File: src/rtl/swbus_pkg.sv
package swbus_pkg;
  // Encoding is {modeSel0, modeSel1}
  typedef enum logic [1:0] {
    MODE_SLEEP  = 2'b00,
    MODE_WAKEUP = 2'b01,
    MODE_FAST   = 2'b10,
    MODE_NORMAL = 2'b11
  } mode_e;

  // Strobes from control to datapath
  typedef struct packed {
    logic awake;
    logic hvSel;
    logic fastSel;
    logic rxOpen;
    logic uvBlk;
    logic otBlk;
    logic gndOpen;
  } ctl_s;
endpackage

File: src/rtl/swbus_sync.sv
module swbus_sync #(
  parameter int W      = 4,
  parameter int STAGES = 2
) (
  input  logic         clk,
  input  logic         rst_n,
  input  logic [W-1:0] d,
  output logic [W-1:0] q
);
  logic [W-1:0] stg [STAGES];

  for (genvar g = 0; g < STAGES; g++) begin : g_stage
    if (g == 0) begin : g_first
      always_ff @(posedge clk or negedge rst_n)
        if (!rst_n) stg[g] <= '0;
        else        stg[g] <= d;
    end else begin : g_next
      always_ff @(posedge clk or negedge rst_n)
        if (!rst_n) stg[g] <= '0;
        else        stg[g] <= stg[g-1];
    end
  end

  assign q = stg[STAGES-1];
endmodule

File: src/rtl/swbus_ctrl.sv
module swbus_ctrl
  import swbus_pkg::*;
#(
  parameter int HOLD_TICKS    = 250000,
  parameter int RX_TAIL_TICKS = 8
) (
  input  logic clk,
  input  logic rst_n,
  input  logic tick,
  input  logic modeSel0,
  input  logic modeSel1,
  input  logic wakeS,
  input  logic uvS,
  input  logic otS,
  input  logic gndS,
  output ctl_s ctl,
  output logic regEn
);
  localparam int HOLD_W = $clog2(HOLD_TICKS + 1);
  localparam int RXT_W  = $clog2(RX_TAIL_TICKS + 1);

  mode_e mode;
  logic awake, wakePrev, wakeRise, wakeFall, holdActive;
  logic [HOLD_W-1:0] holdCnt;
  logic [RXT_W-1:0]  rxTail;

  assign mode     = mode_e'({modeSel0, modeSel1});
  assign awake    = (mode != MODE_SLEEP);
  assign wakeRise = wakeS & ~wakePrev;
  assign wakeFall = ~wakeS & wakePrev;
  assign holdActive = (holdCnt != '0);

  always_ff @(posedge clk or negedge rst_n)
    if (!rst_n) wakePrev <= 1'b0;
    else        wakePrev <= wakeS;

  // Hold timer: loaded on each wake edge in sleep, cleared by the host
  always_ff @(posedge clk or negedge rst_n)
    if (!rst_n)               holdCnt <= '0;
    else if (awake)           holdCnt <= '0;
    else if (wakeRise)        holdCnt <= HOLD_W'(HOLD_TICKS);
    else if (tick && holdActive) holdCnt <= holdCnt - 1'b1;

  // Short receive tail after the wake level leaves
  always_ff @(posedge clk or negedge rst_n)
    if (!rst_n)                     rxTail <= '0;
    else if (awake)                 rxTail <= '0;
    else if (wakeFall)              rxTail <= RXT_W'(RX_TAIL_TICKS);
    else if (tick && rxTail != '0)  rxTail <= rxTail - 1'b1;

  assign regEn       = awake | holdActive;
  assign ctl.awake   = awake;
  assign ctl.hvSel   = (mode == MODE_WAKEUP);
  assign ctl.fastSel = (mode == MODE_FAST);
  assign ctl.rxOpen  = holdActive & (wakeS | wakePrev | (rxTail != '0));
  assign ctl.uvBlk   = uvS;
  assign ctl.otBlk   = otS;
  assign ctl.gndOpen = gndS;


  wake_regen_chk: assert property (@(posedge clk) disable iff (!rst_n)
    (wakeRise && !awake) |=> regEn);


  hold_expire_chk: assert property (@(posedge clk) disable iff (!rst_n)
    (!awake && !wakeRise && tick && holdCnt == HOLD_W'(1)) |=> (!regEn || awake));


  host_release_chk: assert property (@(posedge clk) disable iff (!rst_n)
    $fell(awake) |-> !regEn);
endmodule

File: src/rtl/swbus_dpath.sv
module swbus_dpath
  import swbus_pkg::*;
#(
  parameter int DRV_TAIL_TICKS = 4
) (
  input  logic clk,
  input  logic rst_n,
  input  logic tick,
  input  logic txData,
  input  logic busDom,
  input  ctl_s ctl,
  output logic busDrive,
  output logic drvEn,
  output logic drvHighV,
  output logic drvNoShape,
  output logic rxOut,
  output logic loadSwOn
);
  localparam int DT_W = $clog2(DRV_TAIL_TICKS + 1);

  logic [DT_W-1:0] tailCnt;
  logic driveNext, drvBlock, releaseNow, drvEnNext, rxNext;

  assign drvBlock   = ~ctl.awake | ctl.uvBlk | ctl.otBlk;
  assign driveNext  = ~drvBlock & ~txData;
  assign releaseNow = busDrive & ~driveNext;
  assign drvEnNext  = ~drvBlock & (driveNext | releaseNow | (tailCnt != '0));
  assign rxNext     = ctl.uvBlk ? 1'b1 :
                      (ctl.awake | ctl.rxOpen) ? ~busDom : 1'b1;

  always_ff @(posedge clk or negedge rst_n)
    if (!rst_n)                      tailCnt <= '0;
    else if (drvBlock || driveNext)  tailCnt <= '0;
    else if (releaseNow)             tailCnt <= DT_W'(DRV_TAIL_TICKS);
    else if (tick && tailCnt != '0)  tailCnt <= tailCnt - 1'b1;

  always_ff @(posedge clk or negedge rst_n)
    if (!rst_n) begin
      busDrive   <= 1'b0;
      drvEn      <= 1'b0;
      drvHighV   <= 1'b0;
      drvNoShape <= 1'b0;
      rxOut      <= 1'b1;
      loadSwOn   <= 1'b1;
    end else begin
      busDrive   <= driveNext;
      drvEn      <= drvEnNext;
      drvHighV   <= ctl.hvSel;
      drvNoShape <= ctl.fastSel;
      rxOut      <= rxNext;
      loadSwOn   <= ~ctl.gndOpen;
    end


  uv_block_chk: assert property (@(posedge clk) disable iff (!rst_n)
    ctl.uvBlk |=> (!busDrive && !drvEn && rxOut));


  ot_block_chk: assert property (@(posedge clk) disable iff (!rst_n)
    ctl.otBlk |=> (!busDrive && !drvEn));


  sleep_rx_chk: assert property (@(posedge clk) disable iff (!rst_n)
    (!ctl.awake && !ctl.rxOpen) |=> rxOut);


  tail_extend_chk: assert property (@(posedge clk) disable iff (!rst_n)
    (drvEn && !busDrive) |-> $past(drvEn));
endmodule

File: src/rtl/swbus_mode_ctrl.sv
module swbus_mode_ctrl
  import swbus_pkg::*;
#(
  parameter int HOLD_TICKS     = 250000,
  parameter int RX_TAIL_TICKS  = 8,
  parameter int DRV_TAIL_TICKS = 4,
  parameter int SYNC_STAGES    = 2
) (
  input  logic clk,
  input  logic rst_n,
  input  logic tick,
  input  logic txData,
  input  logic modeSel0,
  input  logic modeSel1,
  input  logic busDom,
  input  logic busWake,
  input  logic underVolt,
  input  logic overTemp,
  input  logic gndLoss,
  output logic busDrive,
  output logic drvEn,
  output logic drvHighV,
  output logic drvNoShape,
  output logic rxOut,
  output logic regEn,
  output logic loadSwOn
);
  localparam int NFLAG = 4;

  logic [NFLAG-1:0] flagRaw, flagS;
  ctl_s ctl;

  assign flagRaw = {busWake, underVolt, overTemp, gndLoss};

  swbus_sync #(.W(NFLAG), .STAGES(SYNC_STAGES)) u_sync (
    .clk(clk), .rst_n(rst_n), .d(flagRaw), .q(flagS)
  );

  swbus_ctrl #(.HOLD_TICKS(HOLD_TICKS), .RX_TAIL_TICKS(RX_TAIL_TICKS)) u_ctrl (
    .clk(clk), .rst_n(rst_n), .tick(tick),
    .modeSel0(modeSel0), .modeSel1(modeSel1),
    .wakeS(flagS[3]), .uvS(flagS[2]), .otS(flagS[1]), .gndS(flagS[0]),
    .ctl(ctl), .regEn(regEn)
  );

  swbus_dpath #(.DRV_TAIL_TICKS(DRV_TAIL_TICKS)) u_dpath (
    .clk(clk), .rst_n(rst_n), .tick(tick),
    .txData(txData), .busDom(busDom), .ctl(ctl),
    .busDrive(busDrive), .drvEn(drvEn), .drvHighV(drvHighV),
    .drvNoShape(drvNoShape), .rxOut(rxOut), .loadSwOn(loadSwOn)
  );
endmodule

File: config.mk
export PLATFORM = sky130hd
export DESIGN_NAME = swbus_mode_ctrl
export DESIGN_NICKNAME = d
export VERILOG_FILES = /design/src/rtl/swbus_pkg.sv /design/src/rtl/swbus_sync.sv /design/src/rtl/swbus_ctrl.sv /design/src/rtl/swbus_dpath.sv /design/src/rtl/swbus_mode_ctrl.sv
export SDC_FILE = /design/constraint.sdc
export NUM_CORES = 1
export LEC_CHECK = 0
export CAP_MARGIN = 20
export CORE_MARGIN = 2
export CORE_UTILIZATION = 46
export DETAILED_ROUTE_END_ITERATION = 6
export PLACE_DENSITY_LB_ADDON = 0.1
export SYNTH_ARGS = -nofsm -noshare
export SYNTH_HDL_FRONTEND = slang
export SYNTH_SLANG_ARGS = --single-unit
File: constraint.sdc
create_clock -name clk -period 1.9 [get_ports clk]
set_clock_uncertainty 0.05 [all_clocks]
set_input_delay 0.475 -clock clk [delete_from_list [all_inputs] [get_ports clk]]
set_output_delay 0.475 -clock clk [all_outputs]
set_load 0.02 [all_outputs]
==> results.sh <==
export IMPL_status="finished, violations left"
export IMPL_violations="setup timing"
export IMPL_initial_core_util_pct=47.07
export IMPL_path_max_fanout=2
export IMPL_whs_ps=88.99
export IMPL_report_final_slew_viol_count=0
export IMPL_viasPerCell=5.530
export IMPL_grt_setup_unrepaired="true"
export IMPL_cp_slowest_cell="dfrtp_1"
export IMPL_start_kind="flop"
export IMPL_drc_errors=0
export IMPL_fp_dieW_um=70.05
export IMPL_h_tree_depth=2
export IMPL_mostFrequentLayoutCell="buf_4"
export IMPL_power_density_mw_per_mm2=863.1
export IMPL_die_area_mm2=0.004907
export IMPL_min_period_over_period_pct=107.9
export IMPL_antennaDiodeCount=0
export IMPL_cts_buffer_depth=2
export IMPL_p_leak_nw=1.297
export IMPL_antenna_found_initial=0
export IMPL_cts_sinks=40
export IMPL_final_cell_mix="49 x buf_4, 38 x dfrtp_1, 18 x nand2_1"
export IMPL_grt_usage_pct=21.65
export IMPL_syn_nets=211
export IMPL_synthesis_area_mm2=0.002007
export IMPL_globalplace_congestion=0.8920
export IMPL_grt_overflow=0
export IMPL_grt_pass1_wl_um=8293
export IMPL_num_rows=24
export IMPL_final_nets=280
export IMPL_die_y_um=70.05
export IMPL_cts_tree="yes"
export IMPL_tightest_slew_ps=511.8
export IMPL_met1_usage_pct=27.79
export IMPL_period_needed_ps=2050
export IMPL_cts_root_buf="clkbuf_8"
export IMPL_finalHoldViolations=0
export IMPL_clkTransAtPathRegs_ps=80
export IMPL_fin_ws_ps=-149.6
export IMPL_async_reset_ff_share_pct=100.0
export IMPL_r2r_slack_ps=30
export IMPL_clk_latency_ps=300
export IMPL_pin_count=18
export IMPL_synth_edff_count=0
export IMPL_worst_ep_required_time_ps=1370
export IMPL_seq_area_frac_synth_pct=50.00
export IMPL_design_core_area_mm2=0.004264
export IMPL_worstReg2RegEnd="u_ctrl.holdCnt[17]"
export IMPL_drt_iter0_markers=82
export IMPL_slowest_delay_ps=390
export IMPL_post_drt_wl_per_cell_um=15.81
export IMPL_synth_warning_count=0
export IMPL_grt_max_degree=23
export IMPL_grt_pass1_vias=1769
export IMPL_ant_nets=0
export IMPL_busiest_layer="met2"
export IMPL_r2r_start="u_ctrl.holdCnt[5]"
export IMPL_reg2regPathDepth=5
export IMPL_grtUsageMet3_pct=4.762
export IMPL_vias=1753
export IMPL_max_slew_margin_pct=65.88
export IMPL_drt_total_wl_um=5011
export IMPL_total_power_mw=2.442
export IMPL_ys_seq_elements=40
export IMPL_netlist_instances=195
export IMPL_hpwl_um=3626
export IMPL_cts_made_buffers=5
export IMPL_synth_ff_type="dfrtp_1"
export IMPL_cp_end_kind="output port"
export IMPL_max_freq_mhz=487.9
export IMPL_avgSynthCellArea_um2=10.29
export IMPL_place_port_buffers=17
export IMPL_arrival_ps=1520
export IMPL_ir_drop_mv=0.5276
export IMPL_syn2layout_area_growth_pct=40.96
export IMPL_setup_violations=1
export IMPL_firstDrtPassIters=4
export IMPL_synth_cell_types=56
export IMPL_grt_util_met2_pct=37.04
export IMPL_drv_cap=0
export IMPL_min_path_type="in -> async"
export IMPL_cp_cell_sequence="inv_2 > ha_4 > nor3b_4 > and3_4 > nand3_4 > buf_6"
export IMPL_holdBufCountCts=0
export IMPL_drive_gt1_share_pct=35.85
export IMPL_setup_tns_ps=-149.6
export IMPL_path_class="reg -> out"
[cells by family after synthesis]
logic type,after synthesis,synth area share [%]
compound gates,40,13.34
simple gates,87,26.50
fa+ha+maj,5,3.117
flops,40,50.00
buf+inv,16,3.740
xor+xnor,3,1.309
mux,4,1.995
[report_power, final]
group	switching [mW]	internal (mW)	leakage, nW
Sequential	0.0331	0.897	0.523
Clock	0.316	0.396	0.0548
Combinational	0.392	0.408	0.720
[sequential cells by signal (all words and copies together), names as in the netlist]
signal and cells:
u_ctrl.holdCnt 18, u_dpath.tailCnt 3, u_dpath.drvNoShape 1, u_dpath.drvEn 1, u_dpath.busDrive 1, u_dpath.drvHighV 1, u_dpath.loadSwOn 1, u_sync.q 4
u_ctrl.rxTail 4, u_sync.stg 4, u_dpath.rxOut 1, u_ctrl.wakePrev 1
[synthesized netlist by cell type (all sizes together), types with 2 or more instances]
library cell	count	area share, %
nand4	3	0.94
nor3	8	2.2
nand4b	2	0.87
clkbuf	2	0.44
mux2i	4	2.0
dfstp	2	2.6
or3	6	1.9
o21ai	7	1.7
nor2	13	2.4
o41ai	2	0.87
buf	5	1.6
a21oi	13	3.2
or4	5	1.9
a31oi	5	1.6
nand2b	2	0.62
a211oi	2	0.75
nor4	3	2.0
a2111o	3	1.7
nor2b	3	0.94
inv	9	1.7
and2	2	0.69
o31ai	2	0.75
xnor2	2	0.87
or4b	2	1.0
nand2	19	3.6
nand3	4	1.2
dfrtp	38	47
nor3b	2	1.0
or2	4	1.2
or3b	2	0.87
ha	5	3.1
[worst max-delay path by stage]
stage,start,to,slack [ps],cells after the start
after floorplan,u_ctrl.holdCnt[0],regEn,20,5
after global placement,tick,u_ctrl.holdCnt[12],-410,5
after detailed placement,tick,u_ctrl.holdCnt[12],-460,5
after CTS,u_ctrl.holdCnt[0],regEn,-160,6
after global routing,u_ctrl.holdCnt[0],regEn,-220,6
final,u_ctrl.holdCnt[0],regEn,-150,6
[metrics by stage]
step                      util [%]  worst slack [ps]  instance area (um2)  instances
after global routing         66.34            -219.5                 2829        317
after floorplan                  -             22.19                 2007        195
final                        66.34            -149.6                 2829        317
after detailed placement     58.89            -457.3                 2511        299
after CTS                    64.47            -161.3                 2749        312
after global placement       58.89            -414.5                 2511        299
[final cells by class]
type                            instances  area [um2]
Clock buffer                            5       68.82
Timing Repair Buffer                   69       579.3
Clock inverter                          3       46.29
Fill cell                             327        1435
Tap cell                               52       65.06
Sequential cell                        40        1003
Multi-Input combinational cell        139        1032
Inverter                                9       33.78
[critical path: cells and delay by family (launching register included)]
| family | cells | cell delay, ps |
|---|---|---|
| buffers and inverters | 2 | 230 |
| adder cells (fa/ha/maj) | 1 | 130 |
| flip-flops | 1 | 390 |
| AND/OR/NAND/NOR | 3 | 490 |
[metal layers]
metal  vias to the layer above  part of all wire (%)  wire [um]
met3                         6                   4.0        198
li1                        855                     -          -
met5                         -                     0          0
met2                        36                    52       2612
met4                         0                   1.2         59
met1                       856                    43       2141
[what timing repair did]
action	in CTS	in global routing
resized for setup	27	14
endpoints found under the setup margin	18	16
hold endpoints to repair	0	0
buffers inserted	6	5
pin swaps	3	9
Note: power is estimated with default switching activity, not from simulation.
